### src/rtl/dma_burst_seq.sv
module dma_burst_seq #(
  parameter int AW = 32,
  parameter int CW = 8,
  parameter int FW = 8
) (
  input  logic          clk,
  input  logic          rst_n,
  input  logic          start,
  input  logic          rx_mode,
  input  logic [AW-1:0] buf_base,
  input  logic [AW-1:0] buf_end,
  input  logic [CW-1:0] burst_limit,
  input  logic [FW-1:0] rx_words,
  input  logic          gnt,
  output logic          req,
  output logic          xfer,
  output logic          burst,
  output logic          last,
  output logic [AW-1:0] addr,
  output logic [3:0]    be_n,
  output logic          busy
);
  localparam int WW = AW - 2;
  localparam logic [WW-1:0] W_ONE = 1;
  localparam logic [CW:0]   C_ONE = 1;
  localparam logic [CW-1:0] K_ONE = 1;
  localparam logic [FW-1:0] F_ONE = 1;

  logic          busy_q, rx_q, gap_q;
  logic [WW-1:0] wa_q, we_q;
  logic [1:0]    tail_q;
  logic [CW-1:0] cnt_q;
  logic          at_last, partial, single, next_single, data_ok, lim_hit, rx_end;
  logic [3:0]    tail_mask;

  assign at_last     = wa_q == we_q;
  assign partial     = rx_q && tail_q != 2'b11;
  assign single      = at_last && partial;
  assign next_single = partial && (wa_q + W_ONE == we_q);
  assign data_ok     = !rx_q || rx_words != '0;
  assign lim_hit     = ({1'b0, cnt_q} + C_ONE) >= {1'b0, burst_limit};
  assign rx_end      = rx_q && rx_words == F_ONE;

  assign busy  = busy_q;
  assign req   = busy_q && !gap_q;
  assign xfer  = req && gnt && data_ok;
  assign last  = xfer && (lim_hit || at_last || next_single || rx_end);
  assign burst = xfer && !single;
  assign addr  = {wa_q, 2'b00};

  always_comb begin
    case (tail_q)
      2'd0:    tail_mask = 4'b1110;
      2'd1:    tail_mask = 4'b1100;
      2'd2:    tail_mask = 4'b1000;
      default: tail_mask = 4'b0000;
    endcase
  end

  assign be_n = !xfer ? 4'b1111 : (single ? tail_mask : 4'b0000);

  always_ff @(posedge clk or negedge rst_n) begin
    if (!rst_n) begin
      busy_q <= 1'b0;
      rx_q   <= 1'b0;
      gap_q  <= 1'b0;
      wa_q   <= '0;
      we_q   <= '0;
      tail_q <= 2'b00;
      cnt_q  <= '0;
    end else if (!busy_q) begin
      gap_q <= 1'b0;
      cnt_q <= '0;
      if (start) begin
        busy_q <= 1'b1;
        rx_q   <= rx_mode;
        wa_q   <= buf_base[AW-1:2];
        we_q   <= buf_end[AW-1:2];
        tail_q <= buf_end[1:0];
      end
    end else begin
      gap_q <= last;
      if (xfer) begin
        wa_q <= wa_q + W_ONE;
        if (at_last) busy_q <= 1'b0;
      end
      if (last || !gnt) cnt_q <= '0;
      else if (xfer)    cnt_q <= cnt_q + K_ONE;
    end
  end
endmodule

### config.mk
export PLATFORM = sky130hd
export DESIGN_NAME = dma_burst_seq
export DESIGN_NICKNAME = d
export VERILOG_FILES = /design/src/rtl/dma_burst_seq.sv
export SDC_FILE = /design/constraint.sdc
export NUM_CORES = 1
export LEC_CHECK = 0
export ABC_CLOCK_PERIOD_IN_PS = 7320
export CORE_ASPECT_RATIO = 1.75
export CORE_MARGIN = 2
export CORE_UTILIZATION = 50
export DETAILED_ROUTE_END_ITERATION = 16
export MAX_ROUTING_LAYER = met4
export PLACE_DENSITY_LB_ADDON = 0.25
export SLEW_MARGIN = 20
export SYNTH_ARGS = -nofsm -noshare
export SYNTH_HDL_FRONTEND = slang
export SYNTH_SLANG_ARGS = --single-unit
### constraint.sdc
create_clock -name clk -period 7.32 [get_ports clk]
set_clock_uncertainty 0.05 [all_clocks]
set_input_delay 1.464 -clock clk [delete_from_list [all_inputs] [get_ports clk]]
set_output_delay 1.464 -clock clk [all_outputs]
set_load 0.02 [all_outputs]
==> results of run 1 <==
-- placed cells by master (no fill, tap or decap), drive strengths merged, types with 4 or more instances in the layout --
| cell type | synthesis | routed |
|---|---|---|
| a21oi | 53 | 53 |
| a31oi | 5 | 5 |
| and3 | 9 | 9 |
| buf | 14 | 7 |
| clkbuf | 27 | 12 |
| clkdlybuf4s50 | 0 | 120 |
| dfrtp | 73 | 73 |
| ha | 10 | 10 |
| inv | 21 | 21 |
| mux2i | 5 | 5 |
| nand2 | 151 | 151 |
| nand2b | 4 | 4 |
| nand3 | 32 | 32 |
| nand4 | 27 | 27 |
| nor2 | 35 | 35 |
| nor3 | 9 | 9 |
| nor4 | 15 | 15 |
| o21a | 4 | 4 |
| o21ai | 32 | 32 |
| o22ai | 10 | 10 |
| or4 | 5 | 5 |
| xnor2 | 24 | 24 |
| xor2 | 30 | 30 |
-- stage by stage --
step / util, % / setup slack (ns) / power, mW
finish: 66.9 / 1.32 / 1.62
global placement: 63.5 / 1.67 / 1.12
detailed placement: 63.5 / 1.65 / 1.13
global route: 66.9 / 1.08 / 1.70
floorplan: - / 2.31 / 0.898
CTS: 66.9 / 1.33 / 1.62
-- worst max-delay path by stage --
stage | to | startpoint | depth (start not counted)
5_1_grt | last | wa_q[0]$_DFFE_PN0P_ | 9
3_3_place_gp | be_n[1] | rx_words[4] | 7
2_1_floorplan | burst | rx_words[4] | 6
4_1_cts | last | wa_q[8]$_DFFE_PN0P_ | 8
3_5_place_dp | be_n[1] | rx_words[4] | 7
6_report | last | wa_q[8]$_DFFE_PN0P_ | 8
-- layout make-up --
class | instances | share of cell area [%]
well taps | 125 | 2.40
multi-input cells | 500 | 44.0
inverters | 22 | 1.27
clock buffers | 12 | 3.94
flip-flops and latches | 73 | 28.1
clock inverters | 4 | 1.15
repair buffers | 127 | 19.2
-- sequential cells by signal (all words and copies together) (netlist names) --
| signal | cells |
|---|---|
| tail_q | 2 |
| we_q | 30 |
| wa_q | 30 |
| busy | 1 |
| gap_q | 1 |
| cnt_q | 8 |
| rx_q | 1 |
-- cell families after synthesis --
| kind of cell | share of synthesized area [%] |
|---|---|
| buf+inv | 5.31 |
| other cells | 0.0758 |
| flops | 36.9 |
| mux | 1.24 |
| compound gates | 14.6 |
| simple gates | 29.7 |
| fa+ha+maj | 2.53 |
| xor+xnor | 9.56 |
-- power by group through the flow --
stage | clock network [mW] | logic [mW] | registers (mW)
3_5_place_dp | 0 | 0.536 | 0.594
3_3_place_gp | 0 | 0.529 | 0.592
2_1_floorplan | 0 | 0.319 | 0.578
5_1_grt | 0.513 | 0.585 | 0.603
4_1_cts | 0.496 | 0.540 | 0.588
6_report | 0.490 | 0.540 | 0.592
-- worst max-delay path: stages, from the launching register on --
cell and delay [ns]:
dfrtp_1 0.50, nand4_1 0.51, or4_1 0.76, nor4b_4 0.40
xnor2_1 0.09, or4_1 0.53, or4_4 0.52, a31oi_1 0.21
clkdlybuf4s50_1 0.63
-- per-layer routing --
layer / vias to the layer above / GRT usage, % / share of wire (%)
li1: 2399 / - / -
met1: 2342 / 32.8 / 37
met2: 146 / 56.6 / 56
met3: 32 / 4.20 / 3.5
met4: 0 / 12.9 / 3.5
met5: - / - / 0
==> impl_metrics.json, run 1 <==
{
  "start_util_pct": 50.8,
  "yosysTopAreaCell": "dfrtp_1",
  "row_count": 48,
  "area_growth_pct": 31.7,
  "drt-total-wl_um": 15700,
  "timing.rr.end": "cnt_q[5]$_DFFE_PN0P_",
  "synth_cell_types": 55,
  "clk_latency_ns": 0.34,
  "hpwl_um": 11800,
  "synth-edff-count": 0,
  "htreeDepth": 3,
  "finish.instance_area_um2": 6510,
  "holdWs_ns": 0.444,
  "yosysWarnings": 0,
  "cts_tree": "done",
  "die_w_um": 79.2,
  "ys_top_cells_by_count": "nand2_1 (151), dfrtp_1 (73), a21oi_1 (53)",
  "placed_area_um2": 6180,
  "multi_input_area_um2": 2860,
  "clkPwrFrac_pct": 30.2,
  "yosysMostFrequentCell": "nand2_1",
  "drc": 0,
  "seq_area_um2": 1830,
  "fmax_ghz": 0.167,
  "vias_per_cell": 5.70,
  "p_comb_share_pct": 33.3,
  "worstHoldPathCells": 2,
  "wl_per_cell_um": 18.2,
  "num_vias": 4919,
  "netlist_top_cells_area": "dfrtp_1 (37%), nand2_1 (11%), a21oi_1 (5.4%)",
  "startpoint_type": "flop",
  "hold_path.class": "flop to flop",
  "synthesis.instances": 635,
  "firstDrtPassIters": 4,
  "p_seq_share_pct": 36.5,
  "synth_ff_type": "dfrtp_1",
  "grt_max_degree": 82,
  "swShare_pct": 36.3,
  "io_buffers": 121,
  "maxSlewHeadroom_pct": 28.9,
  "fp.dieH_um": 136,
  "cts-buffers-inserted": 9,
  "clk_pin_slew_ns": 0.06,
  "coreArea_um2": 9730,
  "required_ns": 5.81,
  "r2r_setup_slack_ns": 3.50,
  "setup_tns_ns": 0,
  "grt_pass1_vias": 4933,
  "cts_root_buf": "clkbuf_16",
  "p_leak_nw": 2.84,
  "synth_top_area_share_pct": 36.9,
  "slew_violations": 0,
  "grt_usage_pct": 30.9,
  "antenna_found_initial": 0,
  "worst-slew-pin-transition_ns": 1.06,
  "internal_power_mw": 1.03,
  "drtIter0Drc": 296,
  "synthesis.area_per_instance_um2": 7.79,
  "cts_buffer_depth": 2,
  "fin_crit_ns": 6.00,
  "power_switching_mw": 0.589,
  "r2r_cells": 8,
  "post_cts_buffers": 0,
  "fin_crit_sh_pct": 82.0,
  "synth_seq_area_share_pct": 36.9,
  "design.portCount": 126,
  "reg2reg_from": "wa_q[8]$_DFFE_PN0P_",
  "syn_area_um2": 4950,
  "gp_congestion": 0.957,
  "final_cells": 863,
  "ant_nets": 0,
  "fillers": 868,
  "setup_viol_count_final": 0,
  "synth.ff_latch_count": 73,
  "grt_setup_unrepaired": "no",
  "ir_drop_uv": 243,
  "worstPathArrival_ns": 4.49,
  "grt_pass1_wl_um": 24900,
  "cp_max_fo": 12,
  "outcome": "completed",
  "max_cap_viol_count": 0,
  "worstSetupPathType": "flop to output port",
  "ctsResizeCount": 0,
  "power_density_nw_per_um2": 249,
  "place_inst": 847,
  "async_flop_share_pct": 100,
  "grt-ovfl-total": 0,
  "num_antenna_cells": 0,
  "cts.sinks": 73,
  "holdPathEnd": "we_q[15]$_DFFE_PN0P_",
  "hold_buffers": 0,
  "min_from": "we_q[15]$_DFFE_PN0P_",
  "hold_viol_final": 0,
  "dieArea_um2": 10700,
  "cp-end-kind": "output port",
  "final_nets": 828,
  "drive_above_1_share_pct": 4.88
}
Power figures use the tool's default switching activity.
==> inputs of run 2 (changes only) <==
--- a/config.mk
+++ b/config.mk
@@ -5,10 +5,10 @@
 export SDC_FILE = /design/constraint.sdc
 export NUM_CORES = 1
 export LEC_CHECK = 0
-export ABC_CLOCK_PERIOD_IN_PS = 7320
+export ABC_CLOCK_PERIOD_IN_PS = 4800
 export CORE_ASPECT_RATIO = 1.75
 export CORE_MARGIN = 2
-export CORE_UTILIZATION = 50
+export CORE_UTILIZATION = 45
 export DETAILED_ROUTE_END_ITERATION = 16
 export MAX_ROUTING_LAYER = met4
 export PLACE_DENSITY_LB_ADDON = 0.25
==> constraint.sdc (replaced) <==
create_clock -name clk -period 4.8 [get_ports clk]
set_clock_uncertainty 0.05 [all_clocks]
set_input_delay 0.96 -clock clk [delete_from_list [all_inputs] [get_ports clk]]
set_output_delay 0.96 -clock clk [all_outputs]
set_load 0.02 [all_outputs]
==> run 2 against run 1 <==
  * Wire length up 6.5%
  * Register-to-register slack lost 2.2 ns
  * Sequential power increased by 41%
  * Combinational power up 82%
  * Non-clock buffer count rose by 27
  * Via count increased by 3.4%
  * Power is 54% higher
  * Die area increased by 11%
  * Critical path type unchanged
  * Critical endpoint unchanged
==> impl_metrics.json, run 2 (same netlist as run 1, synthesis figures left out) <==
{
  "outcome": "completed",
  "drtIter0Drc": 222,
  "drc": 0,
  "holdWs_ns": 0.445,
  "cts-buffers-inserted": 9,
  "design.portCount": 126,
  "final_cell_mix": "nand2_1 (151), clkdlybuf4s50_1 (119), dfrtp_1 (72)",
  "antenna_found_initial": 0,
  "required_ns": 3.79,
  "drive_above_1_share_pct": 8.37,
  "cts_tree": "done",
  "clk_pin_slew_ns": 0.06,
  "slew_violations": 0,
  "clk_latency_ns": 0.35,
  "fin_crit_sh_pct": 96.6,
  "pre_cts_ws_ns": 0.246,
  "startpoint_type": "flop",
  "grt_max_degree": 82,
  "firstDrtPassIters": 5,
  "coreArea_um2": 10700,
  "final_common_cell": "nand2_1",
  "cp_max_fo": 11,
  "post_cts_buffers": 0,
  "total_power_mw": 2.49,
  "setup_tns_ns": 0,
  "grt_usage_pct": 29.7,
  "cts_root_buf": "clkbuf_16",
  "grt_pass1_wl_um": 26900,
  "maxSlewHeadroom_pct": 45.4,
  "gp_congestion": 0.971,
  "fp.dieH_um": 143,
  "power_density_nw_per_um2": 372,
  "setup_viol_count_final": 0,
  "area_growth_pct": 35.4,
  "fmax_ghz": 0.216,
  "ant_nets": 0,
  "die_w_um": 83.3,
  "hpwl_um": 13100,
  "ir_drop_uv": 243,
  "htreeDepth": 3,
  "top_regs": "wa_q (30), we_q (30), cnt_q (8)",
  "hold_buffers": 0,
  "fin_crit_ns": 4.64,
  "num_antenna_cells": 0,
  "hold_path.class": "flop to flop",
  "worst-slew-pin-transition_ns": 0.818,
  "vias_per_cell": 5.68,
  "row_count": 50,
  "wl_per_cell_um": 18.6,
  "r2r_setup_slack_ns": 1.31,
  "cp-end-kind": "output port",
  "grt_setup_unrepaired": "no",
  "cts.sinks": 73,
  "drt-total-wl_um": 16700,
  "ctsResizeCount": 1,
  "finalWorstSetupSlack_ns": 0.164,
  "start_util_pct": 46.2,
  "max_cap_viol_count": 0,
  "io_buffers": 121,
  "dieArea_um2": 11900,
  "worstPathArrival_ns": 3.63,
  "num_vias": 5085,
  "worstSetupPathType": "flop to output port",
  "grt_pass1_vias": 5286,
  "p_leak_nw": 2.96,
  "grt-ovfl-total": 0,
  "hold_viol_final": 0,
  "cts_buffer_depth": 2,
  "final_nets": 855
}
run 2: changes by cell type in the layout (fill, tap and decap cells not counted):
cell / change
bufinv_16: -1
buf_4: +26
clkinv_4: +1
clkbuf_1: -1
clkbuf_8: -2
clkinvlp_4: +1
clkdlybuf4s50_1: -1
buf_12: +1
dlygate4sd2_1: +1
clkinv_2: +2
run 2: routing by layer:
layer | track usage, % | wire (µm) | vias up
li1 | - | - | 2453
met1 | 29.0 | 5840 | 2412
met5 | - | 0 | -
met2 | 56.7 | 9570 | 173
met3 | 5.20 | 613 | 47
met4 | 13.1 | 661 | 0
run 2: worst max-delay path, stage by stage (launching register included):
cell	delay (ns)
dfrtp_1	0.42
nand4_1	0.17
buf_12	0.19
or4_1	0.50
nor4b_4	0.38
xnor2_1	0.09
or4_1	0.54
or4_4	0.45
a31oi_1	0.18
dlygate4sd2_1	0.35
run 2: through the flow:
| step | cell area [µm²] | instances | util (%) |
|---|---|---|---|
| global route | 6700 | 895 | 62.6 |
| finish | 6700 | 895 | 62.6 |
| CTS | 6700 | 895 | 62.6 |
| floorplan | 4950 | 636 | - |
| global placement | 6400 | 879 | 59.9 |
| detailed placement | 6400 | 879 | 59.9 |
run 2: cell type report:
cell class	instances	area, µm²
multi-input combinational	500	2860
clock buffer	9	225
clock inverter	7	71.3
inverter	22	82.6
tap	130	163
fill	974	4000
sequential	73	1830
timing repair buffer	154	1470
run 2: where the power goes:
| part | switching (mW) | internal [mW] | leakage (nW) |
|---|---|---|---|
| Sequential | 0.124 | 0.714 | 0.905 |
| Combinational | 0.539 | 0.444 | 1.92 |
| Clock | 0.274 | 0.401 | 0.137 |
run 2: worst paths after layout:
kind | start | endpoint | depth (start not counted)
setup reg to reg | wa_q[10]$_DFFE_PN0P_ | cnt_q[2]$_DFFE_PN0P_ | 10
setup / recovery | wa_q[10]$_DFFE_PN0P_ | last | 9
hold / removal | we_q[11]$_DFFE_PN0P_ | we_q[11]$_DFFE_PN0P_ | 2
max in group asynchronous | rst_n | we_q[1]$_DFFE_PN0P_ | 2
hold reg to reg | we_q[11]$_DFFE_PN0P_ | we_q[11]$_DFFE_PN0P_ | 2
min in group asynchronous | rst_n | we_q[14]$_DFFE_PN0P_ | 1
==> inputs of run 3 (changes only) <==
--- a/config.mk
+++ b/config.mk
@@ -6,9 +6,10 @@
 export NUM_CORES = 1
 export LEC_CHECK = 0
 export ABC_CLOCK_PERIOD_IN_PS = 4800
-export CORE_ASPECT_RATIO = 1.75
+export CORE_ASPECT_RATIO = 0.9
 export CORE_MARGIN = 2
 export CORE_UTILIZATION = 45
+export CTS_BUF_LIST = sky130_fd_sc_hd__clkbuf_16
 export DETAILED_ROUTE_END_ITERATION = 16
 export MAX_ROUTING_LAYER = met4
 export PLACE_DENSITY_LB_ADDON = 0.25
==> run 3 against run 2 <==
  * Global-route usage fell by 2.1 points
  * Combinational power fell by 3.5%
  * Sequential share of layout area rose by 0.26 points
  * Wire length fell by 7.8%
  * Worst hold slack got worse by 0.0020 ns
  * Die area fell by 0.27%
  * Cell area fell by 0.82%
  * Flip-flop and latch count did not move
  * Register-to-register slack improved by 0.09 ns
  * Setup slack got worse by 0.023 ns
  * Sequential power rose by 0.8%
  * Maximum frequency fell by 0.49%
  * Critical endpoint unchanged
  * Highest routed layer unchanged
==> impl_metrics.json, run 3 (same netlist as run 1, synthesis figures left out) <==
{
  "outcome": "completed",
  "io_buffers": 121,
  "cp_max_fo": 5,
  "cts_root_buf": "clkbuf_16",
  "drtIter0Drc": 399,
  "top_regs": "wa_q (30), we_q (30), cnt_q (8)",
  "pre_cts_ws_ns": 0.185,
  "grt_pass1_wl_um": 24400,
  "cts_buffer_depth": 2,
  "worstHoldPathCells": 2,
  "cts-buffers-inserted": 9,
  "setup_viol_count_final": 0,
  "wl_per_cell_um": 17.2,
  "r2r_cells": 9,
  "ant_nets": 0,
  "drive_above_1_share_pct": 7.73,
  "cts_tree": "done",
  "place_inst": 878,
  "vias_per_cell": 5.67,
  "final_cell_mix": "nand2_1 (151), clkdlybuf4s50_1 (119), dfrtp_1 (70)",
  "worstSetupPathType": "flop to output port",
  "grt_usage_pct": 27.6,
  "p_leak_nw": 2.95,
  "power_density_nw_per_um2": 359,
  "hpwl_um": 11300,
  "htreeDepth": 3,
  "worst-slew-pin-transition_ns": 0.813,
  "drt-total-wl_um": 15400,
  "slew_violations": 0,
  "ir_drop_uv": 198,
  "area_growth_pct": 34.3,
  "min_from": "we_q[14]$_DFFE_PN0P_",
  "num_antenna_cells": 0,
  "grt_setup_unrepaired": "no",
  "finalWorstSetupSlack_ns": 0.141,
  "hold_viol_final": 0,
  "cp-end-kind": "output port",
  "worstPathArrival_ns": 3.65,
  "fmax_ghz": 0.215,
  "max_cap_viol_count": 0,
  "holdPathEnd": "we_q[14]$_DFFE_PN0P_",
  "gp_congestion": 0.924,
  "final_cells": 896,
  "fin_crit_ns": 4.66,
  "crit_start": "wa_q[4]$_DFFE_PN0P_",
  "r2r_setup_slack_ns": 1.40,
  "hold_buffers": 0,
  "fp.dieH_um": 103,
  "final_common_cell": "nand2_1",
  "reg2reg_from": "wa_q[4]$_DFFE_PN0P_",
  "firstDrtPassIters": 7,
  "startpoint_type": "flop",
  "start_util_pct": 46.0,
  "cts.sinks": 73,
  "final_nets": 853,
  "design.portCount": 126,
  "grt-ovfl-total": 0,
  "required_ns": 3.79,
  "clk_latency_ns": 0.35,
  "drc": 0,
  "die_w_um": 115,
  "row_count": 36,
  "maxSlewHeadroom_pct": 45.8,
  "coreArea_um2": 10800,
  "setup_tns_ns": 0,
  "hold_path.class": "flop to flop",
  "antenna_found_initial": 0,
  "timing.rr.end": "cnt_q[5]$_DFFE_PN0P_",
  "fin_crit_sh_pct": 97.1,
  "grt_max_degree": 82,
  "clk_pin_slew_ns": 0.06,
  "grt_pass1_vias": 4810,
  "holdWs_ns": 0.443,
  "num_vias": 5076,
  "dieArea_um2": 11800
}
[run 3: cell count changes in the layout (fill, tap and decap cells not counted)]
cell	previous run	this run
clkinv_1	1	5
clkinvlp_4	3	0
dfrtp_1	72	70
dfrtp_2	1	3
buf_12	1	0
buf_4	32	31
bufinv_16	1	0
clkinv_4	1	0
inv_1	21	22
nor4_2	1	0
nor4_4	1	2
[run 3: worst max path at each step]
| stage | slack (ns) | to | cells past startpoint |
|---|---|---|---|
| global route | 0.003 | last | 8 |
| detailed placement | 0.18 | last | 9 |
| global placement | 0.20 | last | 8 |
| finish | 0.14 | last | 8 |
| CTS | 0.14 | last | 8 |
| floorplan | 0.44 | last | 9 |
[run 3: final cells by class]
class / instances / area [µm²]
Fill cell: 961 / 4120
Multi-Input combinational cell: 500 / 2870
Sequential cell: 73 / 1830
Timing Repair Buffer: 152 / 1440
Clock buffer: 9 / 225
Tap cell: 133 / 166
Inverter: 22 / 82.6
Clock inverter: 7 / 28.8
[run 3: where the power goes]
group	internal, mW	switching (mW)	total (mW)
Combinational	0.431	0.518	0.949
Sequential	0.715	0.129	0.844
Clock	0.338	0.255	0.593
[run 3: what timing repair did]
item,CTS,global route
hold endpoints to repair,0,0
endpoints found under the setup margin,1,0
setup buffers,2,0
gates resized for setup,4,0
[run 3: metal layers]
metal	GRT usage (%)	share of wire [%]	up-vias
li1	-	-	2459
met1	37.8	46	2394
met2	41.2	44	201
met3	6.53	7.8	22
met4	7.88	1.7	0
met5	-	0	-
[run 3: stage by stage]
step                      power (mW)  utilization [%]  instance area (µm²)
after CTS                       2.39             61.7                 6640
final                           2.39             61.7                 6640
after detailed placement        1.78             59.1                 6360
after global placement          1.77             59.1                 6360
after floorplan                 1.37                -                 4950
after global routing            2.52             61.7                 6640
[run 3: worst max-delay path: stages, from the launching register on]
cell           delay (ns)
dfrtp_1              0.43
nand2_1              0.21
or4_1                0.63
nor4b_4              0.38
xnor2_1              0.10
or4_1                0.53
or4_4                0.43
a31oi_1              0.22
dlygate4sd2_1        0.36
